`config.mk`:
```
export PLATFORM = sky130hd
export DESIGN_NAME = outq_format
export DESIGN_NICKNAME = d
export VERILOG_FILES = /design/src/rtl/oq_pkg.sv /design/src/rtl/oq_route.sv /design/src/rtl/oq_shape.sv /design/src/rtl/outq_format.sv
export SDC_FILE = /design/constraint.sdc
export NUM_CORES = 1
export LEC_CHECK = 0
export BUFFER_PORTS_ARGS = -buffer_cell sky130_fd_sc_hd__buf_4
export CORE_ASPECT_RATIO = 0.7
export CORE_MARGIN = 8
export CORE_UTILIZATION = 58
export CTS_CLUSTER_DIAMETER = 50
export CTS_CLUSTER_SIZE = 16
export DETAILED_ROUTE_END_ITERATION = 6
export PLACE_DENSITY_LB_ADDON = 0.05
export SLEW_MARGIN = 0
export SYNTH_ARGS = -nofsm -noshare
export SYNTH_HDL_FRONTEND = slang
export SYNTH_SLANG_ARGS = --single-unit
export TNS_END_PERCENT = 30
```
`constraint.sdc`:
```
create_clock -name clk -period 0.9 [get_ports clk]
set_input_delay 0.18 -clock clk [delete_from_list [all_inputs] [get_ports clk]]
set_output_delay 0.18 -clock clk [all_outputs]
set_load 0.02 [all_outputs]
```
`src/rtl/oq_pkg.sv`:
```
package oq_pkg;

    typedef enum logic [1:0] {
        MD_DECIM  = 2'b00,
        MD_INTERP = 2'b01,
        MD_CPLX   = 2'b10,
        MD_Q2R    = 2'b11
    } oq_mode_e;

    localparam logic [2:0] RC_ZERO = 3'b111;

    // number of low bits dropped for a round code in a word of width w
    function automatic int drop_bits(input logic [2:0] code, input int w);
        case (code)
            3'b000, 3'b001, 3'b010, 3'b011, 3'b100: drop_bits = w - 8 - int'(code);
            3'b101:  drop_bits = w - 14;
            default: drop_bits = 0;
        endcase
    endfunction

endpackage

```
`src/rtl/oq_route.sv`:
```
module oq_route #(
    parameter int W = 16
) (
    input  logic [W-1:0] up_data,
    input  logic         up_vld,
    input  logic [W-1:0] lo_data,
    input  logic         lo_vld,
    input  logic [1:0]   mode,
    input  logic         merge_int,
    output logic [W:0]   a_val,
    output logic         a_ld,
    output logic [W:0]   b_val,
    output logic         b_ld,
    output logic         b_idle
);
    import oq_pkg::*;

    logic [W:0] up_x, lo_x;

    assign up_x = {up_data[W-1], up_data};
    assign lo_x = {lo_data[W-1], lo_data};

    always_comb begin
        a_val  = up_x;
        a_ld   = up_vld;
        b_val  = lo_x;
        b_ld   = 1'b0;
        b_idle = 1'b1;
        case (oq_mode_e'(mode))
            MD_DECIM: begin
                a_val = up_x + lo_x;
            end
            MD_CPLX: begin
                b_ld   = lo_vld;
                b_idle = 1'b0;
            end
            default: begin
                if (merge_int) begin
                    a_ld  = up_vld | lo_vld;
                    a_val = up_vld ? up_x : lo_x;
                end else begin
                    b_ld   = lo_vld;
                    b_idle = 1'b0;
                end
            end
        endcase
    end

endmodule

```
`src/rtl/oq_shape.sv`:
```
module oq_shape #(
    parameter int W = 16
) (
    input  logic [W:0]   val,
    input  logic [2:0]   code,
    input  logic         fmt_ofs,
    output logic [W-1:0] word
);
    import oq_pkg::*;

    localparam logic signed [W+1:0] MAXV = (W+2)'((2 ** (W-1)) - 1);
    localparam logic signed [W+1:0] MINV = -(W+2)'(2 ** (W-1));

    logic signed [W+1:0] half, sum;
    logic [W-1:0]        clip;
    int                  k;

    always_comb begin
        k    = drop_bits(code, W);
        half = '0;
        for (int i = 0; i < W; i++) begin
            if (i == k - 1) half[i] = 1'b1;
        end
        sum = $signed({val[W], val}) + half;
        if (sum > MAXV)      clip = MAXV[W-1:0];
        else if (sum < MINV) clip = MINV[W-1:0];
        else                 clip = sum[W-1:0];
        for (int i = 0; i < W; i++) begin
            if (i < k) clip[i] = 1'b0;
        end
        if (fmt_ofs) clip[W-1] = ~clip[W-1];
        word = (code == RC_ZERO) ? '0 : clip;
    end

endmodule

```
`src/rtl/outq_format.sv`:
```
module outq_format #(
    parameter int W = 16
) (
    input  logic         clk,
    input  logic         rst_n,
    input  logic [W-1:0] up_data,
    input  logic         up_vld,
    input  logic [W-1:0] lo_data,
    input  logic         lo_vld,
    input  logic [1:0]   mode,
    input  logic         merge_int,
    input  logic         fmt_ofs,
    input  logic [2:0]   rnd_code,
    output logic [W-1:0] a_word,
    output logic [W-1:0] b_word
);
    localparam int LANES = 2;

    typedef struct packed {
        logic [W-1:0] a;
        logic [W-1:0] b;
    } out_t;

    out_t out_d, out_q;

    logic [W:0]   lane_val  [LANES];
    logic [W-1:0] lane_word [LANES];
    logic         a_ld, b_ld, b_idle;

    oq_route #(.W(W)) u_route (
        .up_data   (up_data),
        .up_vld    (up_vld),
        .lo_data   (lo_data),
        .lo_vld    (lo_vld),
        .mode      (mode),
        .merge_int (merge_int),
        .a_val     (lane_val[0]),
        .a_ld      (a_ld),
        .b_val     (lane_val[1]),
        .b_ld      (b_ld),
        .b_idle    (b_idle)
    );

    for (genvar g = 0; g < LANES; g++) begin : g_lane
        oq_shape #(.W(W)) u_shape (
            .val     (lane_val[g]),
            .code    (rnd_code),
            .fmt_ofs (fmt_ofs),
            .word    (lane_word[g])
        );
    end

    always_comb begin
        out_d = out_q;
        if (a_ld)        out_d.a = lane_word[0];
        if (b_idle)      out_d.b = '0;
        else if (b_ld)   out_d.b = lane_word[1];
    end

    always_ff @(posedge clk or negedge rst_n) begin
        if (!rst_n) out_q <= '0;
        else        out_q <= out_d;
    end

    assign a_word = out_q.a;
    assign b_word = out_q.b;

endmodule

```
==> results of run 1 <==
[metrics by stage]
| stage | setup slack (ps) | setup TNS [ps] | hold WS, ps |
|---|---|---|---|
| 3_3_place_gp | -3190 | -89670 | 128.4 |
| 3_5_place_dp | -3307 | -96150 | 140.3 |
| 2_1_floorplan | -3005 | -84270 | -115.6 |
[cells by family after synthesis]
family                     synth area share, %
AOI/OAI and AO/OA                        36.09
xor gates and xnor gates                 7.219
adders and majority gates                16.56
buffers and inverters                    3.580
DFF                                      18.33
muxes                                    1.146
other                                   0.1719
and+or+nand+nor                          16.90
==> impl_metrics.env, run 1 <==
export IMPL_seq_area_frac_synth_pct=18.33
export IMPL_die_w_um=119.7
export IMPL_synth_top_area_cell="dfrtp_1"
export IMPL_h_tree_depth=2
export IMPL_placed_area_um2=6419
export IMPL_synth_top_cells_by_count="nand2_1 (58), a21oi_1 (56), ha_1 (53)"
export IMPL_yosysMostFrequentCell="nand2_1"
export IMPL_synth_edf_count=0
export IMPL_synth_area_leaders="dfrtp_1 (18%), ha_1 (15%), a21oi_1 (6.4%)"
export IMPL_port_buffer_count=74
export IMPL_clock_sinks=32
export IMPL_holdBufCountCts=1
export IMPL_status="stopped before the end"
export IMPL_avgSynthCellArea_um2=7.927
export IMPL_hpwl_um=15080
export IMPL_cts_root_buffer="clkbuf_8"
export IMPL_initial_core_util_pct=59.94
export IMPL_async_reset_ff_share_pct=100.0
export IMPL_io_pins=75
export IMPL_cts_resized=123
export IMPL_netlist_area_leader_share_pct=18.33
export IMPL_die_height_um=88.61
export IMPL_yosysWarningCount=0
export IMPL_cts_made_buffers=5
export IMPL_lastStage="clock tree synthesis"
export IMPL_syn_cell_area_um2=4368
export IMPL_syn_inst=551
export IMPL_place_congestion=1.106
export IMPL_clk_path_buf_depth=2
export IMPL_synth_ff_type="dfrtp_1"
export IMPL_error="[ERROR DPL-0033] detailed placement checks failed during check placement."
export IMPL_dp_cells=897
export IMPL_rows=26
export IMPL_ys_seq_elements=32
export IMPL_postCtsSetupBuffers=29
export IMPL_synth_cell_types=72
==> inputs of run 2 (changes only) <==
Settings changed: CORE_ASPECT_RATIO 0.7 to not set, CORE_UTILIZATION 58 to 40, CTS_CLUSTER_DIAMETER 50 to not set, CTS_CLUSTER_SIZE 16 to not set, PLACE_DENSITY_LB_ADDON 0.05 to 0.15.
==> run 2 against run 1 <==
  * The flow now finishes, with violations (setup timing)
  * Synthesized cell count did not move
  * Synthesized area is the same
==> impl_metrics.env, run 2 <==
export IMPL_synth_simple_area_share_pct=16.90
export IMPL_synth_area_leaders="dfrtp_1 (18%), ha_1 (15%), a21oi_1 (6.4%)"
export IMPL_regArea_um2=800.8
export IMPL_cp_required_ps=1080
export IMPL_diodes=0
export IMPL_tns_ps=-79140
export IMPL_track_usage_pct=21.87
export IMPL_syn_cell_area_um2=4368
export IMPL_cp_end_kind="flip-flop"
export IMPL_seq_power_share_pct=21.6
export IMPL_cts_root_buffer="clkbuf_8"
export IMPL_hp_class="input pin to flip-flop"
export IMPL_final_util_pct=68.49
export IMPL_drv_slew=0
export IMPL_areaGrowthSynthToFinish_pct=68.49
export IMPL_critPathSlowestCell="a2111oi_4"
export IMPL_p_int_w=0.005587
export IMPL_cts_made_buffers=5
export IMPL_yosysWarningCount=0
export IMPL_final_common_cell="buf_4"
export IMPL_synthAdderAreaFrac_pct=16.56
export IMPL_p_comb_share_pct=66.4
export IMPL_dp_cells=948
export IMPL_p_sw_share_pct=40.63
export IMPL_antenna_left=0
export IMPL_syn_inst=551
export IMPL_synth_xor_area_share_pct=7.219
export IMPL_antenna_found_initial=0
export IMPL_crit_type="input pin to flip-flop"
export IMPL_slew_headroom_pct=46.59
export IMPL_synth_top_area_cell="dfrtp_1"
export IMPL_grt_pass1_wl_um=25950
export IMPL_placed_area_um2=6526
export IMPL_nFillCells=891
export IMPL_rsz0062_at_grt="yes"
export IMPL_worst_path_largest_cell_delay_ps=500
export IMPL_path_max_fanout=7
export IMPL_avgSynthCellArea_um2=7.927
export IMPL_hpwl_um=13410
export IMPL_synth_edf_count=0
export IMPL_via_per_inst=5.450
export IMPL_h_tree_depth=2
export IMPL_period_share_pct=411.5
export IMPL_ys_seq_elements=32
export IMPL_p_total_w=0.009411
export IMPL_io_pins=75
export IMPL_grt_pass1_vias=5379
export IMPL_netlist_area_leader_share_pct=18.33
export IMPL_cts_tree="done"
export IMPL_start_kind="input pin"
export IMPL_initial_core_util_pct=40.65
export IMPL_fin_nets=939
export IMPL_setup_violations=64
export IMPL_power_density_nw_per_um2=1279
export IMPL_clock_sinks=32
export IMPL_overflow=0
export IMPL_drive_above_1_share_pct=45.07
export IMPL_grt_max_degree=33
export IMPL_power_switching_w=0.003824
export IMPL_synth_top_cells_by_count="nand2_1 (58), a21oi_1 (56), ha_1 (53)"
export IMPL_vias=5346
export IMPL_multi_input_area_um2=3915
export IMPL_rows=38
export IMPL_clk_pin_slew_ps=70
export IMPL_worst_ir_drop_vdd_mv=1.122
export IMPL_fmax_ghz=0.2700
export IMPL_final_cells=981
export IMPL_timing_max_cap_violations=0
export IMPL_wl_um=16210
export IMPL_drc=0
export IMPL_wl_per_cell_um=16.53
export IMPL_synth_cell_types=72
export IMPL_synth_compound_area_share_pct=36.09
export IMPL_layout_min_cycle_time_ps=3703
export IMPL_die_area_um2=14520
export IMPL_worstMarginPinSlew_ps=798.2
export IMPL_seq_area_frac_synth_pct=18.33
export IMPL_first_pass_iters=4
export IMPL_layout_common_cells="buf_4 (237), nand2_1 (54), a21oi_1 (43), ha_1 (43), buf_6 (40)"
export IMPL_clock_latency_ps=290
export IMPL_yosysMostFrequentCell="nand2_1"
export IMPL_fin_area_um2=7360
export IMPL_violations="setup timing"
export IMPL_drt_iter0_markers=381
export IMPL_crit_chain="buf_4, ha_1, a2111oi_4, a22oi_2, a21o_1, a21oi_2, xor2_1, a21oi_2, ha_1, o2111a_1, a221o_1, a31oi_4, a22oi_2, or4_4, and2_4, a221o_2"
export IMPL_power_leakage_nw=3.547
export IMPL_cp_data_arrival_time_ps=3880
export IMPL_pwr_share_clk_pct=12.0
export IMPL_die_w_um=120.5
export IMPL_status="complete, but fails checks"
export IMPL_place_congestion=0.8992
export IMPL_async_reset_ff_share_pct=100.0
export IMPL_clk_path_buf_depth=2
export IMPL_hold_viol=0
export IMPL_fin_ws_ps=-2803
export IMPL_synth_ff_type="dfrtp_1"
export IMPL_fin_worst_skew_ps=0
export IMPL_synth_top_family_by_area="compound AO/OA/AOI/OAI gates"
export IMPL_core_um2=10750
export IMPL_die_height_um=120.5
export IMPL_synthMuxAreaShare_pct=1.146
export IMPL_port_buffer_count=74
==> run 2: cell counts after synthesis <==
Identical to the previous run, type by type.
==> run 2: worst paths after layout <==
path / startpoint / to / slack (ps) / cells past startpoint
setup / recovery: up_data[6] / a_word[14] / -2800 / 16
hold / removal: fmt_ofs / a_word[15] / 280 / 3
setup reg to reg: a_word[14] / a_word[14] / 20 / 1
hold reg to reg: b_word[13] / b_word[13] / 510 / 2
max in group asynchronous: rst_n / b_word[6] / 250 / 2
min in group asynchronous: rst_n / b_word[8] / 360 / 2
==> run 2: logic make-up after synthesis <==
family | Yosys count
adders and majority gates | 56
buffers and inverters | 37
AOI/OAI and AO/OA | 227
xor gates and xnor gates | 36
other | 2
muxes | 5
DFF | 32
and+or+nand+nor | 156
==> run 2: metal layers <==
| layer | track usage, % | vias to the layer above | wire [um] |
|---|---|---|---|
| met5 | 0 | - | 0 |
| met4 | 11.63 | 0 | 779 |
| met3 | 2.611 | 38 | 821 |
| met2 | 37.30 | 141 | 7602 |
| met1 | 26.43 | 2521 | 7009 |
| li1 | - | 2646 | - |
==> run 2: through the flow <==
stage	hold WS (ps)	setup slack (ps)
after global placement	130.7	-3183
after global routing	265.1	-2948
final	279.2	-2803
after CTS	254.8	-2746
after floorplan	-115.6	-3005
after detailed placement	135.9	-3297
==> run 2: critical path: cells and delay by family <==
family / cells / cell delay, ps
AO/OA/AOI/OAI: 10 / 2230
XOR/XNOR: 1 / 180
adder cells (fa/ha/maj): 2 / 560
buffers and inverters: 1 / 120
AND/OR/NAND/NOR: 2 / 620
==> run 2: final cells by class <==
class	instances	share of cell area [%]
Multi-Input combinational cell	497	53.20
Timing Repair Buffer	281	31.04
Sequential cell	32	10.88
Tap cell	140	2.380
Inverter	23	1.275
Clock buffer	8	1.224
==> run 2: power by group through the flow <==
stage	clock network [W]	logic, W	registers [W]
3_3_place_gp	0	0.00518	0.00197
5_1_grt	0.00121	0.00673	0.00206
2_1_floorplan	0	0.00250	0.00237
3_5_place_dp	0	0.00526	0.00199
4_1_cts	0.00115	0.00601	0.00203
6_report	0.00113	0.00625	0.00203
==> run 2: timing repair <==
action | CTS | global route
pin swaps | 51 | 30
hold buffers | 1 | 0
resized for setup | 114 | 24
endpoints found under the hold margin | 32 | 0
buffers inserted | 20 | 5
endpoints found under the setup margin | 64 | 64
(Power assumes the default switching activity.)
==> inputs of run 3 (changes only) <==
Settings changed: CORE_UTILIZATION 40 to 49, TNS_END_PERCENT 30 to 50.
==> run 3 against run 2 <==
  * Critical endpoint is now a_word[9]
  * Sequential power up 4%
  * Clock-buffer cell count fell by 1
  * Sequential cell count stayed put
  * Total power increased by 13%
  * Global-route usage grew 7.0 points
  * First-iteration DRC count rose by 88%
  * Critical path depth rose by 4
  * Combinational power is 14% higher
  * The flow still finishes with violations (setup timing)
  * Wire length up 44%
  * Maximum frequency decreased by 3.6%
==> impl_metrics.env, run 3 (synthesis gave the netlist of run 2 again) <==
export IMPL_hold_viol=0
export IMPL_clk_path_buf_depth=2
export IMPL_grt_pass1_wl_um=29450
export IMPL_whs_ps=322.2
export IMPL_start_kind="input pin"
export IMPL_initial_core_util_pct=50.33
export IMPL_port_buffer_count=74
export IMPL_rows=34
export IMPL_setup_violations=64
export IMPL_core_um2=8678
export IMPL_diodes=0
export IMPL_fmax_ghz=0.2602
export IMPL_die_height_um=110.4
export IMPL_areaGrowthSynthToFinish_pct=73.30
export IMPL_track_usage_pct=28.88
export IMPL_placed_area_um2=6466
export IMPL_dp_cells=904
export IMPL_drv_slew=0
export IMPL_worst_ir_drop_vdd_mv=0.8423
export IMPL_violations="setup timing"
export IMPL_clock_sinks=32
export IMPL_layout_min_cycle_time_ps=3843
export IMPL_timing_max_cap_violations=0
export IMPL_final_cells=951
export IMPL_p_total_w=0.01060
export IMPL_fin_ws_ps=-2943
export IMPL_status="complete, but fails checks"
export IMPL_h_tree_depth=2
export IMPL_wl_per_cell_um=24.56
export IMPL_fin_nets=942
export IMPL_path_max_fanout=7
export IMPL_io_pins=75
export IMPL_die_w_um=110.4
export IMPL_antenna_found_initial=0
export IMPL_drt_iter0_markers=718
export IMPL_crit_type="input pin to flip-flop"
export IMPL_rsz0062_at_grt="yes"
export IMPL_overflow=0
export IMPL_die_area_um2=12190
export IMPL_cts_made_buffers=5
export IMPL_cp_required_ps=1080
export IMPL_cp_end_kind="flip-flop"
export IMPL_hp_class="input pin to flip-flop"
export IMPL_fin_worst_skew_ps=0
export IMPL_hpwl_um=13290
export IMPL_cts_tree="done"
export IMPL_slew_headroom_pct=47.02
export IMPL_worstMarginPinSlew_ps=791.8
export IMPL_clock_latency_ps=300
export IMPL_cp_data_arrival_time_ps=4020
export IMPL_cts_root_buffer="clkbuf_8"
export IMPL_fin_area_um2=7570
export IMPL_drc=0
export IMPL_grt_max_degree=33
export IMPL_power_leakage_nw=3.606
export IMPL_drive_above_1_share_pct=46.86
export IMPL_wl_um=23350
export IMPL_first_pass_iters=5
export IMPL_place_congestion=0.9159
export IMPL_grt_pass1_vias=5927
export IMPL_antenna_left=0
export IMPL_period_share_pct=427.0
export IMPL_clk_pin_slew_ps=80
export IMPL_power_density_nw_per_um2=1401
export IMPL_layout_common_cells="buf_4 (231), nand2_1 (54), buf_6 (45), a21oi_1 (44), ha_1 (42)"
export IMPL_vias=6323
export IMPL_final_common_cell="buf_4"
export IMPL_via_per_inst=6.649
[run 3: critical path, cell delays in order]
cell,delay [ps]
buf_4,140
buf_6,130
inv_4,60
fa_2,240
nor2b_4,60
o31ai_4,250
buf_4,170
nand2b_1,50
a21oi_1,190
xor2_1,100
a21oi_1,200
ha_1,350
o21a_1,230
o21ai_1,100
o21a_1,230
o21a_1,200
or4_4,510
and2_4,210
a21oi_1,300
o21ai_1,110
[run 3: final timing paths]
| path | depth (start not counted) | endpoint | start | slack, ps |
|---|---|---|---|---|
| max | 20 | a_word[9] | lo_data[1] | -2940 |
| min | 3 | a_word[15] | fmt_ofs | 320 |
| max reg2reg | 1 | b_word[1] | b_word[1] | -10 |
| min reg2reg | 2 | a_word[3] | a_word[3] | 550 |
| max in group asynchronous | 2 | b_word[4] | rst_n | 190 |
| min in group asynchronous | 2 | a_word[3] | rst_n | 390 |
[run 3: metrics by stage]
step	util (%)	TNS (ps)	setup slack [ps]
floorplan	-	-79770	-3005
global placement	74.51	-88420	-3140
detailed placement	74.51	-91200	-3233
CTS	82.12	-78320	-2788
global route	87.23	-93220	-3069
finish	87.23	-89980	-2943
[run 3: repair_timing]
action | 4_1_cts | 5_1_grt
setup buffers | 18 | 21
gates cloned | 2 | 0
pin swaps | 34 | 40
hold endpoints to repair | 32 | 0
setup endpoints to repair | 64 | 64
hold buffers | 1 | 0
gates resized for setup | 105 | 56
[run 3: area by class of cell]
type                            count  area, um2
Clock buffer                        7      96.34
Inverter                           23      98.84
Sequential cell                    32      800.8
Multi-Input combinational cell    499       4103
Tap cell                          108      135.1
Timing Repair Buffer              282       2336
Fill cell                         429       1109
[run 3: routing by layer]
metal / GRT usage, % / vias to the layer above / part of all wire [%]
li1: - / 2663 / -
met2: 49.52 / 511 / 45
met1: 32.99 / 2960 / 36
met5: 0 / - / 0
met3: 4.816 / 189 / 11
met4: 17.03 / 0 / 8.2
[run 3: where the power goes]
group	total, W	internal, W	switching, W
clock	0.00134	0.000684	0.000660
sequential	0.00211	0.00177	0.000345
combinational	0.00715	0.00345	0.00370
==> inputs of run 4 (changes only) <==
==> constraint.sdc (replaced) <==
create_clock -name clk -period 0.9 [get_ports clk]
set_input_delay 0.045 -clock clk [delete_from_list [all_inputs] [get_ports clk]]
set_output_delay 0.045 -clock clk [all_outputs]
set_load 0.02 [all_outputs]
==> run 4 against run 3 <==
  * The flow still finishes with violations (setup timing)
  * Cell count down 2.2%
  * Core utilization down 6.0 points
  * First-iteration DRC count down 48%
  * Critical path type unchanged
  * Largest power group unchanged
==> impl_metrics.env, run 4 (synthesis gave the netlist of run 2 again) <==
export IMPL_layout_common_cells="buf_4 (241), nand2_1 (57), ha_1 (46), a21oi_1 (44), nor2_1 (38)"
export IMPL_crit_top_cell="a22o_1"
export IMPL_cp_end_kind="flip-flop"
export IMPL_pwr_share_clk_pct=13.2
export IMPL_multi_input_area_um2=3857
export IMPL_rows=34
export IMPL_place_congestion=0.9163
export IMPL_first_pass_iters=5
export IMPL_drc=0
export IMPL_wl_um=17880
export IMPL_drive_above_1_share_pct=42.94
export IMPL_worstMarginPinSlew_ps=811.6
export IMPL_period_share_pct=396.5
export IMPL_clk_path_buf_depth=2
export IMPL_nFillCells=550
export IMPL_start_kind="input pin"
export IMPL_cp_required_ps=1070
export IMPL_regArea_um2=800.8
export IMPL_fin_area_um2=7047
export IMPL_final_common_cell="buf_4"
export IMPL_worst_path_buf_inv=2
export IMPL_clock_sinks=32
export IMPL_grt_max_degree=33
export IMPL_cts_made_buffers=5
export IMPL_antenna_found_initial=0
export IMPL_layout_min_cycle_time_ps=3568
export IMPL_final_cells=930
export IMPL_io_pins=75
export IMPL_vias=5655
export IMPL_antenna_left=0
export IMPL_p_sw_share_pct=41.96
export IMPL_cts_root_buffer="clkbuf_8"
export IMPL_timing_max_cap_violations=0
export IMPL_hold_viol=0
export IMPL_port_buffer_count=74
export IMPL_via_per_inst=6.081
export IMPL_diodes=0
export IMPL_die_w_um=110.4
export IMPL_final_util_pct=81.20
export IMPL_drt_iter0_markers=371
export IMPL_critPathSlowestCell="or4_4"
export IMPL_setup_violations=34
export IMPL_power_leakage_nw=3.440
export IMPL_path_max_fanout=7
export IMPL_hpwl_um=13490
export IMPL_fin_worst_skew_ps=0
export IMPL_track_usage_pct=25.46
export IMPL_grt_pass1_wl_um=26160
export IMPL_status="complete, but fails checks"
export IMPL_crit_type="input pin to flip-flop"
export IMPL_seq_power_share_pct=21.4
export IMPL_initial_core_util_pct=50.33
export IMPL_core_um2=8678
export IMPL_wl_per_cell_um=19.23
export IMPL_cp_data_arrival_time_ps=3740
export IMPL_h_tree_depth=2
export IMPL_crit_chain="buf_8, ha_4, inv_2, fa_2, nor2b_4, o31ai_4, a211oi_2, o21ai_1, o41ai_1, a21oi_1, ha_1, o2111a_1, a221o_1, a31oi_4, a22oi_2, or4_4, and2_4, a22o_1, a22o_1"
export IMPL_fin_nets=921
export IMPL_placed_area_um2=6466
export IMPL_violations="setup timing"
export IMPL_drv_slew=0
export IMPL_worst_path_largest_cell_delay_ps=430
export IMPL_grt_pass1_vias=5487
export IMPL_critPathTopFamily="compound AO/OA/AOI/OAI gates"
export IMPL_hp_class="input pin to flip-flop"
export IMPL_fin_ws_ps=-2668
export IMPL_p_int_w=0.005418
export IMPL_die_height_um=110.4
export IMPL_clock_latency_ps=280
export IMPL_clk_pin_slew_ps=70
export IMPL_dp_cells=904
export IMPL_worst_ir_drop_vdd_mv=0.8814
export IMPL_rsz0062_at_grt="yes"
export IMPL_die_area_um2=12190
export IMPL_cts_tree="done"
export IMPL_p_comb_share_pct=65.4
export IMPL_overflow=0
export IMPL_areaGrowthSynthToFinish_pct=61.33
export IMPL_power_switching_w=0.003917
export IMPL_power_density_nw_per_um2=1325
export IMPL_slew_headroom_pct=45.70
export IMPL_fmax_ghz=0.2803
## run 4: area by class of cell
class / instances / area share [%]
Clock buffer: 7 / 1.367
Inverter: 23 / 1.367
Multi-Input combinational cell: 498 / 54.74
Sequential cell: 32 / 11.36
Tap cell: 108 / 1.918
Timing Repair Buffer: 262 / 29.24
## run 4: path summary, 6_finish.rpt
kind | from | end | slack [ps] | cells past startpoint
max | up_data[0] | a_word[4] | -2670 | 19
min | fmt_ofs | a_word[15] | 150 | 3
max reg2reg | a_word[14] | a_word[14] | 0 | 1
min reg2reg | a_word[3] | a_word[3] | 500 | 2
max in group asynchronous | rst_n | a_word[12] | 330 | 2
min in group asynchronous | rst_n | b_word[10] | 250 | 2
## run 4: metal layers
metal  up-vias  GRT usage, %  routed length (um)
li1       2621             -                   -
met5         -             0                   0
met1      2666         30.42                7081
met3        75         3.950                1343
met4         0         13.24                 865
met2       293         43.00                8591
## run 4: power by group through the flow
stage	clock network (W)	logic, W	registers [W]
finish	0.00123	0.00610	0.00200
global placement	0	0.00520	0.00196
detailed placement	0	0.00531	0.00198
floorplan	0	0.00255	0.00237
CTS	0.00122	0.00563	0.00196
global route	0.00129	0.00653	0.00203
## run 4: what timing repair did
| item | 4_1_cts | 5_1_grt |
|---|---|---|
| pin swaps | 29 | 27 |
| setup endpoints to repair | 33 | 44 |
| hold endpoints to repair | 32 | 0 |
| resized for setup | 46 | 42 |
| cloned | 0 | 1 |
| hold buffers | 1 | 0 |
| buffers inserted | 7 | 10 |
## run 4: per-stage QoR
stage	total power, W	TNS, ps	setup WS [ps]	hold WS, ps
global route	0.009849	-81050	-2820	132.6
floorplan	0.004920	-75450	-2870	-250.6
detailed placement	0.007298	-86810	-3086	9.698
global placement	0.007168	-84100	-3005	-3.251
CTS	0.008820	-71050	-2606	99.92
finish	0.009335	-77640	-2668	145.6
